## config.mk

```make
export PLATFORM = sky130hd
export DESIGN_NAME = t1_density_mon
export DESIGN_NICKNAME = d
export VERILOG_FILES = /design/src/rtl/t1dm_pkg.sv /design/src/rtl/t1dm_zero_run.sv /design/src/rtl/t1dm_los_ctl.sv /design/src/rtl/t1dm_pdv.sv /design/src/rtl/t1dm_ais.sv /design/src/rtl/t1_density_mon.sv
export SDC_FILE = /design/constraint.sdc
export NUM_CORES = 1
export LEC_CHECK = 0
export BUFFER_PORTS_ARGS = -buffer_cell sky130_fd_sc_hd__buf_2
export CORE_MARGIN = 5
export CORE_UTILIZATION = 40
export CTS_CLUSTER_DIAMETER = 40
export DETAILED_ROUTE_END_ITERATION = 12
export SYNTH_ARGS = -nofsm -noshare
export SYNTH_HDL_FRONTEND = slang
export SYNTH_SLANG_ARGS = --single-unit
```

## constraint.sdc

```tcl
create_clock -name clk -period 7.9 [get_ports clk]
set_clock_uncertainty 0.05 [all_clocks]
set_input_delay 0.79 -clock clk [delete_from_list [all_inputs] [get_ports clk]]
set_output_delay 0.79 -clock clk [all_outputs]
set_load 0.005 [all_outputs]
```

## src/rtl/t1dm_pkg.sv

```systemverilog
package t1dm_pkg;

  // Length in bits of the density window checked for a given N
  function automatic int unsigned win_len(input int unsigned n);
    return 8 * (n + 1);
  endfunction

  function automatic int unsigned max3(input int unsigned a, input int unsigned b,
                                       input int unsigned c);
    int unsigned m;
    m = (a > b) ? a : b;
    return (m > c) ? m : c;
  endfunction

  // Zero-run length that raises loss, picked by the select input
  function automatic int unsigned run_limit(input logic short_sel,
                                            input int unsigned long_run,
                                            input int unsigned short_run);
    return short_sel ? short_run : long_run;
  endfunction

endpackage

```

## src/rtl/t1dm_zero_run.sv

```systemverilog
module t1dm_zero_run #(
  parameter int unsigned MAX_RUN = 192,
  localparam int unsigned RUN_W  = $clog2(MAX_RUN + 1)
) (
  input  logic             clk,
  input  logic             rst_n,
  input  logic             bit_en,
  input  logic             rx_bit,
  output logic [RUN_W-1:0] run_nxt
);

  logic [RUN_W-1:0] run_q;

  // Zero count including the bit now presented, saturating at MAX_RUN
  always_comb begin
    if (rx_bit)                         run_nxt = '0;
    else if (run_q == RUN_W'(MAX_RUN))  run_nxt = run_q;
    else                                run_nxt = run_q + RUN_W'(1);
  end

  always_ff @(posedge clk or negedge rst_n) begin
    if (!rst_n)      run_q <= '0;
    else if (bit_en) run_q <= run_nxt;
  end

  AST_RUN_HOLD_IDLE: assert property (@(posedge clk) disable iff (!rst_n)
    !bit_en |=> $stable(run_q));

endmodule

```

## src/rtl/t1dm_los_ctl.sv

```systemverilog
module t1dm_los_ctl #(
  parameter int unsigned LONG_RUN     = 192,
  parameter int unsigned SHORT_RUN    = 32,
  parameter int unsigned RUN_W        = 8,
  parameter int unsigned CLR_WIN      = 386,
  parameter int unsigned CLR_MIN_ONES = 48,
  localparam int unsigned CW = $clog2(CLR_WIN),
  localparam int unsigned OW = $clog2(CLR_WIN + 1)
) (
  input  logic             clk,
  input  logic             rst_n,
  input  logic             bit_en,
  input  logic             rx_bit,
  input  logic             short_sel,
  input  logic [RUN_W-1:0] run_nxt,
  output logic             los
);

  logic          los_q;
  logic [CW-1:0] win_cnt;
  logic [OW-1:0] ones_cnt, ones_nxt;
  logic [RUN_W-1:0] thr;
  logic          run_hit, win_end, dens_ok;

  assign thr      = RUN_W'(t1dm_pkg::run_limit(short_sel, LONG_RUN, SHORT_RUN));
  assign run_hit  = bit_en && (run_nxt >= thr);
  assign win_end  = bit_en && los_q && (win_cnt == CW'(CLR_WIN - 1));
  assign ones_nxt = ones_cnt + OW'(rx_bit);
  assign dens_ok  = ones_nxt > OW'(CLR_MIN_ONES);

  always_ff @(posedge clk or negedge rst_n) begin
    if (!rst_n) begin
      los_q    <= 1'b0;
      win_cnt  <= '0;
      ones_cnt <= '0;
    end else if (!los_q) begin
      if (run_hit) begin
        los_q    <= 1'b1;
        win_cnt  <= '0;
        ones_cnt <= '0;
      end
    end else if (bit_en) begin
      if (win_end) begin
        win_cnt  <= '0;
        ones_cnt <= '0;
        if (dens_ok) los_q <= 1'b0;
      end else begin
        win_cnt  <= win_cnt + CW'(1);
        ones_cnt <= ones_nxt;
      end
    end
  end

  assign los = los_q;

  AST_LOS_RISE_ON_ZERO: assert property (@(posedge clk) disable iff (!rst_n)
    $rose(los_q) |-> $past(bit_en && !rx_bit));
  AST_LOS_FALL_AT_WIN_END: assert property (@(posedge clk) disable iff (!rst_n)
    $fell(los_q) |-> $past(win_end));
  AST_LOS_HOLD_IDLE: assert property (@(posedge clk) disable iff (!rst_n)
    !bit_en |=> $stable(los_q));
  AST_LOS_WIN_BOUND: assert property (@(posedge clk) disable iff (!rst_n)
    win_cnt <= CW'(CLR_WIN - 1));

endmodule

```

## src/rtl/t1dm_pdv.sv

```systemverilog
module t1dm_pdv #(
  parameter int unsigned NMAX     = 23,
  parameter int unsigned ZERO_RUN = 16,
  parameter int unsigned RUN_W    = 8,
  localparam int unsigned HIST    = t1dm_pkg::win_len(NMAX)
) (
  input  logic             clk,
  input  logic             rst_n,
  input  logic             bit_en,
  input  logic             rx_bit,
  input  logic [RUN_W-1:0] run_nxt,
  output logic             pdv
);

  logic [HIST-1:0] hist_q;
  logic [NMAX-1:0] sparse_vec;
  logic            zero_hit, viol_now, viol_q, onset, pdv_q;

  always_ff @(posedge clk or negedge rst_n) begin
    if (!rst_n)      hist_q <= '1;
    else if (bit_en) hist_q <= {hist_q[HIST-2:0], rx_bit};
  end

  // One running ones count per window length 8(N+1)
  for (genvar n = 1; n <= NMAX; n++) begin : g_win
    localparam int unsigned L  = t1dm_pkg::win_len(n);
    localparam int unsigned CW = $clog2(L + 1);
    logic [CW-1:0] cnt_q, cnt_nxt;

    assign cnt_nxt = cnt_q + CW'(rx_bit) - CW'(hist_q[L-1]);
    assign sparse_vec[n-1] = cnt_nxt < CW'(n);

    always_ff @(posedge clk or negedge rst_n) begin
      if (!rst_n)      cnt_q <= CW'(L);
      else if (bit_en) cnt_q <= cnt_nxt;
    end

    AST_PDV_CNT_RANGE: assert property (@(posedge clk) disable iff (!rst_n)
      cnt_q <= CW'(L));
  end

  assign zero_hit = run_nxt >= RUN_W'(ZERO_RUN);
  assign viol_now = zero_hit || (|sparse_vec);
  assign onset    = bit_en && viol_now && !viol_q;

  always_ff @(posedge clk or negedge rst_n) begin
    if (!rst_n) begin
      viol_q <= 1'b0;
      pdv_q  <= 1'b0;
    end else if (bit_en) begin
      viol_q <= viol_now;
      if (onset) pdv_q <= ~pdv_q;
    end
  end

  assign pdv = pdv_q;

  AST_PDV_ONSET_ONLY: assert property (@(posedge clk) disable iff (!rst_n)
    !$stable(pdv_q) |-> $past(onset));
  AST_PDV_RUN_FLIPS: assert property (@(posedge clk) disable iff (!rst_n)
    (bit_en && !rx_bit && run_nxt == RUN_W'(ZERO_RUN) && !viol_q) |=> !$stable(pdv_q));

endmodule

```

## src/rtl/t1dm_ais.sv

```systemverilog
module t1dm_ais #(
  parameter int unsigned WIN       = 4632,
  parameter int unsigned MAX_ZEROS = 5,
  localparam int unsigned CW = $clog2(WIN),
  localparam int unsigned ZW = $clog2(MAX_ZEROS + 1)
) (
  input  logic clk,
  input  logic rst_n,
  input  logic bit_en,
  input  logic rx_bit,
  output logic ais
);

  logic [CW-1:0] win_cnt;
  logic [ZW-1:0] zcnt, zcnt_nxt;
  logic          win_end, ais_q;

  assign win_end  = bit_en && (win_cnt == CW'(WIN - 1));
  assign zcnt_nxt = (!rx_bit && zcnt != ZW'(MAX_ZEROS)) ? zcnt + ZW'(1) : zcnt;

  always_ff @(posedge clk or negedge rst_n) begin
    if (!rst_n) begin
      win_cnt <= '0;
      zcnt    <= '0;
      ais_q   <= 1'b1;
    end else if (bit_en) begin
      if (win_end) begin
        win_cnt <= '0;
        zcnt    <= '0;
        ais_q   <= zcnt_nxt < ZW'(MAX_ZEROS);
      end else begin
        win_cnt <= win_cnt + CW'(1);
        zcnt    <= zcnt_nxt;
      end
    end
  end

  assign ais = ais_q;

  AST_AIS_WIN_END_ONLY: assert property (@(posedge clk) disable iff (!rst_n)
    !$stable(ais_q) |-> $past(win_end));
  AST_AIS_ZERO_SAT: assert property (@(posedge clk) disable iff (!rst_n)
    zcnt <= ZW'(MAX_ZEROS));
  AST_AIS_HOLD_IDLE: assert property (@(posedge clk) disable iff (!rst_n)
    !bit_en |=> $stable(win_cnt));

endmodule

```

## src/rtl/t1_density_mon.sv

```systemverilog
module t1_density_mon #(
  parameter int unsigned LONG_RUN     = 192,
  parameter int unsigned SHORT_RUN    = 32,
  parameter int unsigned LOS_WIN      = 386,
  parameter int unsigned LOS_MIN_ONES = 48,
  parameter int unsigned PDV_RUN      = 16,
  parameter int unsigned PDV_NMAX     = 23,
  parameter int unsigned AIS_WIN      = 4632,
  parameter int unsigned AIS_ZEROS    = 5
) (
  input  logic clk,
  input  logic rst_n,
  input  logic bit_en,
  input  logic rx_bit,
  input  logic short_sel,
  output logic los,
  output logic pdv,
  output logic ais
);

  localparam int unsigned RUN_MAX = t1dm_pkg::max3(LONG_RUN, SHORT_RUN, PDV_RUN);
  localparam int unsigned RUN_W   = $clog2(RUN_MAX + 1);

  logic [RUN_W-1:0] run_nxt;

  t1dm_zero_run #(.MAX_RUN(RUN_MAX)) u_run (
    .clk(clk), .rst_n(rst_n), .bit_en(bit_en), .rx_bit(rx_bit), .run_nxt(run_nxt)
  );

  t1dm_los_ctl #(
    .LONG_RUN(LONG_RUN), .SHORT_RUN(SHORT_RUN), .RUN_W(RUN_W),
    .CLR_WIN(LOS_WIN), .CLR_MIN_ONES(LOS_MIN_ONES)
  ) u_los (
    .clk(clk), .rst_n(rst_n), .bit_en(bit_en), .rx_bit(rx_bit),
    .short_sel(short_sel), .run_nxt(run_nxt), .los(los)
  );

  t1dm_pdv #(.NMAX(PDV_NMAX), .ZERO_RUN(PDV_RUN), .RUN_W(RUN_W)) u_pdv (
    .clk(clk), .rst_n(rst_n), .bit_en(bit_en), .rx_bit(rx_bit),
    .run_nxt(run_nxt), .pdv(pdv)
  );

  t1dm_ais #(.WIN(AIS_WIN), .MAX_ZEROS(AIS_ZEROS)) u_ais (
    .clk(clk), .rst_n(rst_n), .bit_en(bit_en), .rx_bit(rx_bit), .ais(ais)
  );

endmodule

```

==> results of run 1 <==
registers in the layout, indices dropped and copies added, names as in the netlist:
signal,cells
u_pdv.hist_q,192
u_ais.win_cnt,13
u_los.ones_cnt,9
u_los.los,1
u_pdv.pdv,1
u_ais.zcnt,3
u_pdv.g_win.cnt_q,162
u_los.win_cnt,9
u_ais.ais,1
u_run.run_q,8
u_pdv.viol_q,1
how the worst max path moves through the flow:
stage | startpoint | end | depth (start not counted)
2_1_floorplan | rx_bit | u_pdv.pdv | 11
3_3_place_gp | rx_bit | u_pdv.pdv | 14
3_5_place_dp | rx_bit | u_pdv.viol_q | 14
4_1_cts | rx_bit | u_pdv.viol_q | 14
5_1_grt | rx_bit | u_pdv.viol_q | 14
6_report | rx_bit | u_pdv.viol_q | 14
metrics by stage:
stage	worst slack, ps	area [µm²]	hold slack [ps]
after floorplan	4580	22700	395
after global placement	3340	23600	408
after detailed placement	3180	23600	432
after CTS	3790	26000	230
after global routing	3590	26000	275
final	3830	26000	196
layout by cell type (no fill, tap or decap), drive strengths merged, types with 6 or more instances in the layout:
cell	count
xor2	33
or2	6
or4	7
mux2i	24
mux2	201
nor2b	20
a21oi	95
inv	249
ha	174
and3	16
o211ai	9
clkinv	6
dfstp	246
nor2	90
o21bai	19
a2111oi	6
bufinv	13
nand2	161
o31ai	9
o21ai	189
buf	17
xnor2	105
clkbuf	81
nand2b	15
fa	23
o22ai	8
dfrtp	154
nor3	24
a211oi	21
clkinvlp	8
nand3	29
a21o	46
o21a	17
metal layers:
layer	track usage	part of all wire	wire, µm
met1	0.170	0.47	18400
met3	0.0312	0.031	1210
met5	0	0	0
met4	0.0398	0.023	889
met2	0.228	0.48	18900
cell families (layout without fill, tap and decap cells):
group                    count (synthesis)  after routing  share of synthesized area
flip-flops                             400            400                      0.454
XOR/XNOR                               140            140                     0.0552
multiplexers                           225            225                      0.110
AO/OA/AOI/OAI                          471            471                      0.129
adder cells (fa/ha/maj)                197            197                      0.116
AND/OR/NAND/NOR                        408            408                     0.0848
buffers and inverters                  304            374                     0.0508
power groups by stage:
stage | clock network [µW] | registers (µW) | logic (µW)
floorplan | 0 | 3030 | 4720
global placement | 0 | 3110 | 5560
detailed placement | 0 | 3130 | 5740
CTS | 3220 | 3110 | 5780
global route | 3320 | 3180 | 6560
finish | 3120 | 3100 | 5730
area by class of cell:
type,count,area (µm²),area share
inverters,237,890,0.0342
clock buffers,81,1820,0.0701
clock inverters,39,606,0.0233
flip-flops and latches,400,10300,0.397
well taps,756,946,0.0364
multi-input cells,1441,11300,0.433
repair buffers,17,155,0.00597
critical path, stage by stage:
cell and delay, ps:
buf_2 380, buf_4 490, ha_1 240, inv_1 50, fa_1 430, nand2b_1 200
a21oi_1 200, o21ai_1 100, nor3b_1 160, o2111ai_1 180, o311a_1 220, nor4b_1 600
a41oi_1 210, a21o_1 190
==> summary.txt, run 1 <==
Outcome
  • Outcome: completed

Setup path
  • Startpoint Class: input port
  • Reg2Reg Setup Slack: 4070 ps
  • Worst EP required: 8310 ps
  • Reg2reg start: u_pdv.hist_q[23]
  • CP Capture Type: flop
  • RR Endpoint: u_pdv.viol_q
  • CP arrival: 4480 ps
  • R2R depth: 13
  • Crit Path Max Fanout: 26
  • Crit Path Class: input port to flop

Timing
  • Final setup vio count: 0
  • Worst-Margin Slew: 981 ps
  • Fin crit share: 0.515
  • Fin. max-slew vios: 0
  • Slew headroom: 0.346
  • Setup TNS: 0 ps
  • Fmax: 246 MHz
  • Final Hold Vio Count: 0
  • RSZ-0062 raised after global routing: false
  • Fin crit period: 4070 ps

Detailed routing
  • ANT nets after route: 0
  • DR vias: 14900
  • Routed length per instance: 13.3 µm
  • Routed WL: 39.4 mm
  • DR pass1 iterations: 7
  • Post-route DRC: 0
  • Drt initial violations: 636
  • Via-to-Cell Ratio: 5.03

Power
  • Power Dens Cells: 460 mW/mm²
  • Comb pwr share: 0.479
  • Static Leak: 0.0117 µW
  • Final Power: 12000 µW
  • Seq pwr share: 0.259
  • VDD IR max: 0.153 mV
  • Net Sw Frac: 0.375
  • NetSw: 4490 µW
  • Cell Int Power: 7470 µW
  • Clock power share: 0.261

Finish
  • Nets: 2365
  • Post-route insts no fill: 2971
  • Fraction of layout cells with a size suffix above 1: 0.268
  • Core Util, Final: 0.461
  • Filler instances: 5221
  • # diodes: 0
  • Synthesis-to-layout area growth: 14.4%

Clocking
  • Skew-Pair Late Insertion Delay: 580 ps
  • Clk slew on worst S/H paths: 50 ps
  • Num Clock Sinks: 400
  • H-tree levels: 3
  • Hold buffer count at CTS: 0
  • Num CTS Buffers: 66
  • Clock Tree Buf Depth: 3
  • Post_cts resized: 0
  • Root buffer cell: clkbuf_16
  • Post-CTS Setup Inserts: 0
  • CTS tree: done

Synth
  • Post-synth EDFFs: 0
  • Sequential-to-total area share from yosys stat: 0.454
  • Async S/R FF share, synth: 1.00
  • Synth Instances: 2145
  • Mean Syn Cell Area: 10.6 µm²
  • Synth top area share: 0.284
  • Top cells by count, synth: dfstp_2, inv_1, mux2_2
  • Post-synthesis cell area: 0.0227 mm²
  • Count leader, synth: dfstp_2
  • #FFs+latches synth: 400
  • Yosys warnings: 0
  • Unique masters post-synth: 81
  • Syn nets: 2347
  • Area leader, netlist: dfstp_2
  • Primary FF master, synth: dfstp_2
  • Synth area leaders: dfstp_2, dfrtp_1, mux2_2

Placement
  • I/O Buffers: 7
  • Post-DP HPWL: 25.4 mm
  • GPL Wtd Cong: 0.801
  • Placed insts: 2851

GRT
  • Total grt overflow: 0
  • Largest net degree at the start of global routing: 174
  • Vias in the first global route: 15300
  • Gr usage total: 0.134
  • First-pass GRT wire length: 70.4 mm
  • Initial antenna violation count: 0

Floorplan
  • Core Rows: 87
  • Die height: 248 µm
  • Die X: 248 µm
  • Top Ports: 8
  • Die area: 0.0617 mm²
  • Core ar.: 0.0564 mm²
  • Initial Utilization: 0.403

Hold path
  • Worst min-delay path category: input port to asynchronous set/reset pin

Run
  • # Max-Cap Violations: 0
Note: power is estimated with default switching activity, not from simulation.
==> run 2: changes to the inputs <==
==> constraint.sdc (replaced) <==
create_clock -name clk -period 3.7 [get_ports clk]
set_clock_uncertainty 0.05 [all_clocks]
set_input_delay 0.37 -clock clk [delete_from_list [all_inputs] [get_ports clk]]
set_output_delay 0.37 -clock clk [all_outputs]
set_load 0.005 [all_outputs]
==> run 2 against run 1 <==
- die area unchanged
- critical path depth is 1 higher
- core utilization down 0.60 points
- via count is 0.19% higher
- routed wire length rose by 0.32%
- sequential cell count unchanged
- final cell count down 0.20%
- design area down 1.3%
- critical endpoint is now u_pdv.pdv
- combinational power increased by 120%
- critical path type is now flop to flop
- total power increased by 110%
==> summary.txt, run 2 (same netlist as run 1, synthesis figures left out) <==
Outcome
  • Outcome: completed

Clocking
  • Clk slew on worst S/H paths: 60 ps
  • Root buffer cell: clkbuf_16
  • Num CTS Buffers: 57
  • CTS tree: done
  • Num Clock Sinks: 400
  • Skew-Pair Late Insertion Delay: 620 ps
  • Clock Tree Buf Depth: 3
  • Post-CTS Setup Inserts: 0
  • H-tree levels: 2

Detailed routing
  • Drt initial violations: 731
  • Via-to-Cell Ratio: 5.05
  • DR vias: 15000
  • Post-route DRC: 0
  • DR pass1 iterations: 5
  • ANT nets after route: 0
  • Routed WL: 39.6 mm
  • Routed length per instance: 13.3 µm

Finish
  • Nets: 2362
  • Fraction of layout cells with a size suffix above 1: 0.268
  • Biggest regs: u_pdv.hist_q (192), u_pdv.g_win.cnt_q (162), u_ais.win_cnt (13)
  • Largest register by flop count: u_pdv.hist_q
  • Max FFs per register: 192
  • Post-route insts no fill: 2965
  • Commonest non-fill, non-tap cell in the layout: dfstp_2
  • Synthesis-to-layout area growth: 12.9%
  • # diodes: 0
  • Most frequent cells in the layout: dfstp_2, inv_1, mux2_2
  • Cell area after layout: 0.0257 mm²

Timing
  • RSZ-0062 raised after global routing: false
  • Fin crit share: 0.941
  • Final Hold Vio Count: 0
  • Final setup vio count: 0
  • Setup TNS: 0 ps
  • Setup ws final: 217 ps
  • Worst-Margin Slew: 835 ps
  • Fin crit period: 3480 ps
  • Fin. max-slew vios: 0
  • Fmax: 287 MHz
  • Slew headroom: 0.443

Floorplan
  • Core Rows: 87
  • Initial Utilization: 0.403
  • Die X: 248 µm
  • Die area: 0.0617 mm²
  • Top Ports: 8
  • Die height: 248 µm
  • Core ar.: 0.0564 mm²

Power
  • Final Power: 24600 µW
  • Static Leak: 0.0115 µW
  • VDD IR max: 0.570 mV
  • Power Dens Cells: 957 mW/mm²

Placement
  • Placed insts: 2856
  • Pre-CTS setup slack: -87.9 ps
  • GPL Wtd Cong: 0.797
  • I/O Buffers: 7
  • Post-DP HPWL: 25.8 mm
  • Placed Area: 0.0237 mm²

GRT
  • First-pass GRT wire length: 70.0 mm
  • Vias in the first global route: 15400
  • Initial antenna violation count: 0
  • Total grt overflow: 0
  • Largest net degree at the start of global routing: 166
  • Gr usage total: 0.132

Setup path
  • CP arrival: 3960 ps
  • Max stage delay on crit path: 540 ps
  • CP max-delay cell: dfstp_2
  • Crit Path Class: flop to flop
  • Worst EP required: 4180 ps
  • CP Cell Sequence: ha_1 > inv_1 > ha_1 > inv_1 > fa_1 > nor2b_1 > o31a_1 > o21ai_0 > nor3b_1 > or4b_1 > o311a_1 > nor4b_1 > buf_4 > a41oi_2 > xor2_1
  • Critical path buffer and inverter count: 3
  • Crit Path Max Fanout: 3
  • CP Capture Type: flop
  • Crit path max-delay family: simple AND/OR/NAND/NOR gates
  • Startpoint Class: flop

Hold path
  • Worst min-delay path category: input port to flop

Run
  • # Max-Cap Violations: 0
-- run 2: cell count changes in the layout (fill, tap and decap cells not counted), moves of 2 or more --
cell / previous run / this run
buf_12: 2 / 8
bufinv_16: 13 / 5
clkbuf_1: 7 / 5
clkbuf_16: 69 / 57
clkinv_2: 2 / 11
clkinv_8: 0 / 2
-- run 2: where the power goes --
| part | leakage, µW | internal (µW) | switching [µW] |
|---|---|---|---|
| Clock | 0.000939 | 3310 | 2130 |
| Sequential | 0.00445 | 5860 | 765 |
| Combinational | 0.00614 | 5820 | 6660 |
| Total | 0.0115 | 15000 | 9560 |
-- run 2: worst paths after layout --
| path | to | cells after the start | slack [ps] | startpoint |
|---|---|---|---|---|
| min in group asynchronous | u_pdv.g_win[2].cnt_q[0] | 2 | 290 | rst_n |
| worst min-delay path | u_ais.win_cnt[1] | 3 | 200 | bit_en |
| worst max-delay path | u_pdv.pdv | 15 | 220 | u_pdv.hist_q[103] |
| worst max register to register | u_pdv.pdv | 15 | 220 | u_pdv.hist_q[103] |
| worst min register to register | u_pdv.g_win[22].cnt_q[7] | 2 | 440 | u_pdv.g_win[22].cnt_q[7] |
| max in group asynchronous | u_pdv.g_win[20].cnt_q[7] | 3 | 2370 | rst_n |
-- run 2: worst min-delay path, stage by stage --
cell and delay, ps:
buf_8 220, nand2_1 140, o2bb2ai_1 50
-- run 2: what timing repair did --
item | in CTS | in global routing
hold buffers | 1 | 0
pin swaps | 0 | 1
hold endpoints to repair | 31 | 0
setup endpoints to repair | 2 | 2
resized for setup | 3 | 2
-- run 2: stage by stage --
step / utilization / hold WS (ps)
2_1_floorplan: - / 24.4
3_3_place_gp: 0.420 / 311
3_5_place_dp: 0.420 / 314
4_1_cts: 0.455 / 151
5_1_grt: 0.455 / 199
6_report: 0.455 / 200
-- run 2: per-layer routing --
metal,part of all wire,global-route usage,vias up
li1,-,-,7454
met2,0.48,0.228,139
met5,0,0,-
met4,0.020,0.0351,0
met3,0.034,0.0288,66
met1,0.47,0.168,7319
-- run 2: final cells by class --
class	instances	area [µm²]
clock buffers	66	1500
repair buffers	23	278
multi-input cells	1441	11300
well taps	756	946
inverters	237	890
flip-flops and latches	400	10300
clock inverters	42	443
fillers	5250	30700
==> run 3: changes to the inputs <==
--- a/config.mk
+++ b/config.mk
@@ -12,4 +12,5 @@
 export DETAILED_ROUTE_END_ITERATION = 12
 export SYNTH_ARGS = -nofsm -noshare
 export SYNTH_HDL_FRONTEND = slang
+export SYNTH_HIERARCHICAL = 1
 export SYNTH_SLANG_ARGS = --single-unit
==> run 3 against run 2 <==
- sequential share of layout area decreased by 1.8 points
- synthesized cell count increased by 2.8%
- non-clock buffer count increased by 22
==> summary.txt, run 3 <==
Detailed routing
  • DR vias: 15800
  • Via-to-Cell Ratio: 5.12
  • ANT nets after route: 0
  • DR pass1 iterations: 5
  • Drt initial violations: 883
  • Post-route DRC: 0
  • Routed WL: 41.6 mm
  • Routed length per instance: 13.5 µm

Setup path
  • R2R depth: 13
  • Crit Path Class: flop to flop
  • Max stage delay on crit path: 550 ps
  • Worst EP required: 4100 ps
  • Startpoint Class: flop
  • CP arrival: 3950 ps
  • Crit path max-delay family: compound AO/OA/AOI/OAI gates
  • Reg2reg start: u_pdv/hist_q[15]
  • RR Endpoint: u_pdv/viol_q
  • CP Cell Sequence: ha_1 > inv_1 > ha_1 > inv_1 > fa_1 > nand2b_1 > o2bb2ai_2 > xnor3_1 > o31ai_1 > a211o_1 > a211o_1 > or4_4 > o22a_1
  • Crit Path Max Fanout: 3
  • Reg2Reg Setup Slack: 150 ps
  • Critical path buffer and inverter count: 2
  • CP max-delay cell: or4_4
  • CP Capture Type: flop

Timing
  • Fin. max-slew vios: 0
  • Fin Hold WS: 174 ps
  • Fin crit period: 3550 ps
  • Fmax: 282 MHz
  • Fin crit share: 0.958
  • Final setup vio count: 0
  • Setup ws final: 154 ps
  • Final Hold Vio Count: 0
  • RSZ-0062 raised after global routing: false
  • Slew headroom: 0.461
  • Worst-Margin Slew: 809 ps

Clocking
  • Num Clock Sinks: 400
  • CTS tree: done
  • Skew-Pair Late Insertion Delay: 600 ps
  • Root buffer cell: clkbuf_16
  • Num CTS Buffers: 75
  • H-tree levels: 3
  • Clk slew on worst S/H paths: 50 ps
  • Clock Tree Buf Depth: 3

Synth
  • Primary FF master, synth: dfstp_2
  • Mean Syn Cell Area: 10.5 µm²
  • Yosys warnings: 6
  • Top cells by count, synth: dfstp_2, inv_1, mux2_2
  • Count leader, synth: dfstp_2
  • Unique masters post-synth: 93
  • Syn nets: 2406
  • Sequential-to-total area share from yosys stat: 0.445
  • Synth area leaders: dfstp_2, dfrtp_1, mux2_2
  • Synth Instances: 2204
  • Synth top area share: 0.279
  • Area leader, netlist: dfstp_2
  • #FFs+latches synth: 400
  • Post-synth EDFFs: 0
  • Async S/R FF share, synth: 1.00
  • Post-synthesis cell area: 0.0232 mm²

GRT
  • Total grt overflow: 0
  • Vias in the first global route: 16400
  • First-pass GRT wire length: 74.1 mm
  • Initial antenna violation count: 0
  • Gr usage total: 0.135
  • Largest net degree at the start of global routing: 135

Finish
  • Seq. cell area: 0.0103 mm²
  • Max FFs per register: 192
  • Synthesis-to-layout area growth: 16.1%
  • Largest register by flop count: u_pdv/hist_q
  • Area of the multi-input gates: 0.0117 mm²
  • Biggest regs: u_pdv/hist_q (192), u_pdv/g_win.cnt_q (162), u_ais/win_cnt (13)
  • Nets: 2462
  • Commonest non-fill, non-tap cell in the layout: dfstp_2
  • # diodes: 0
  • Most frequent cells in the layout: dfstp_2, inv_1, mux2_2
  • Fraction of layout cells with a size suffix above 1: 0.282
  • Filler instances: 5130

Hold path
  • Hold Path Sink: u_ais/zcnt[2]
  • Hold-critical path depth: 2
  • Worst Hold Launch: bit_en
  • Worst min-delay path category: input port to flop

Placement
  • Pre-CTS setup slack: -53.5 ps
  • GPL Wtd Cong: 0.796
  • I/O Buffers: 7
  • Post-DP HPWL: 27.6 mm

Power
  • VDD IR max: 0.433 mV
  • Power Dens Cells: 978 mW/mm²
  • Static Leak: 0.0120 µW

Floorplan
  • Die area: 0.0628 mm²
  • Core ar.: 0.0576 mm²
  • Core Rows: 88
  • Die X: 251 µm
  • Die height: 251 µm
  • Initial Utilization: 0.402
  • Top Ports: 8

Run
  • # Max-Cap Violations: 0

Outcome
  • Outcome: completed
## run 3: changes by cell type in the layout (fill, tap and decap cells not counted), sizes merged, moves of 13 or more
cell	delta
clkbuf	+29
buf	+22
a21o	-13
nor2	+25
xor2	+13
xnor2	-21
## run 3: area by class of cell
class,count,share of cell area
Clock inverter,43,0.0177
Multi-Input combinational cell,1504,0.436
Inverter,234,0.0327
Timing Repair Buffer,45,0.0160
Sequential cell,400,0.384
Clock buffer,95,0.0783
Tap cell,765,0.0356
## run 3: per-layer routing
| metal | part of all wire | vias up | wire length [µm] | GRT usage |
|---|---|---|---|---|
| met5 | 0 | - | 0 | 0 |
| met4 | 0.025 | 0 | 1030 | 0.0493 |
| met3 | 0.033 | 90 | 1380 | 0.0249 |
| met2 | 0.47 | 182 | 19400 | 0.228 |
| met1 | 0.48 | 7654 | 19800 | 0.173 |
| li1 | - | 7875 | - | - |
## run 3: worst max path at each step
stage	start	end	slack [ps]	depth (start not counted)
floorplan	u_pdv/hist_q[159]	u_pdv/viol_q	300	12
global placement	rx_bit	u_pdv/viol_q	20	12
detailed placement	rx_bit	u_pdv/viol_q	-50	12
CTS	u_pdv/hist_q[15]	u_pdv/viol_q	100	13
global route	u_pdv/hist_q[15]	u_pdv/viol_q	9	13
finish	u_pdv/hist_q[15]	u_pdv/viol_q	150	13
## run 3: logic make-up after synthesis
| kind of cell | share of synthesized area |
|---|---|
| AND/OR/NAND/NOR | 0.0972 |
| multiplexers | 0.103 |
| flip-flops | 0.445 |
| buffers and inverters | 0.0501 |
| AO/OA/AOI/OAI | 0.137 |
| adder cells (fa/ha/maj) | 0.114 |
| XOR/XNOR | 0.0530 |
## run 3: where the power goes
group / leakage [µW] / switching [µW] / total [µW] / internal, µW
registers: 0.00444 / 732 / 6580 / 5850
clock network: 0.00125 / 2350 / 6830 / 4480
logic: 0.00627 / 7000 / 12900 / 5880
## run 3: what timing repair did
action                                  CTS  global route
setup buffers                             0             0
gates resized for setup                   0             7
endpoints found under the setup margin    0             2
hold buffers                              1             0
endpoints found under the hold margin    46             0
## run 3: per-stage QoR
stage	total power, µW	cell area (µm²)	cells	utilization	TNS (ps)
final	26300	26900	3086	0.467	0
after floorplan	16700	23200	2204	-	0
after detailed placement	19300	24300	2947	0.421	-75.3
after global placement	18900	24300	2947	0.421	0
after CTS	26500	26900	3086	0.466	0
after global routing	28600	26900	3086	0.467	0
## run 3: worst reg2reg max path: cells and delay by family (launching register included)
family	cells	cell delay [ps]
buf+inv	2	120
compound gates	5	1030
fa+ha+maj	3	750
xor+xnor	1	200
flops	1	530
simple gates	2	730
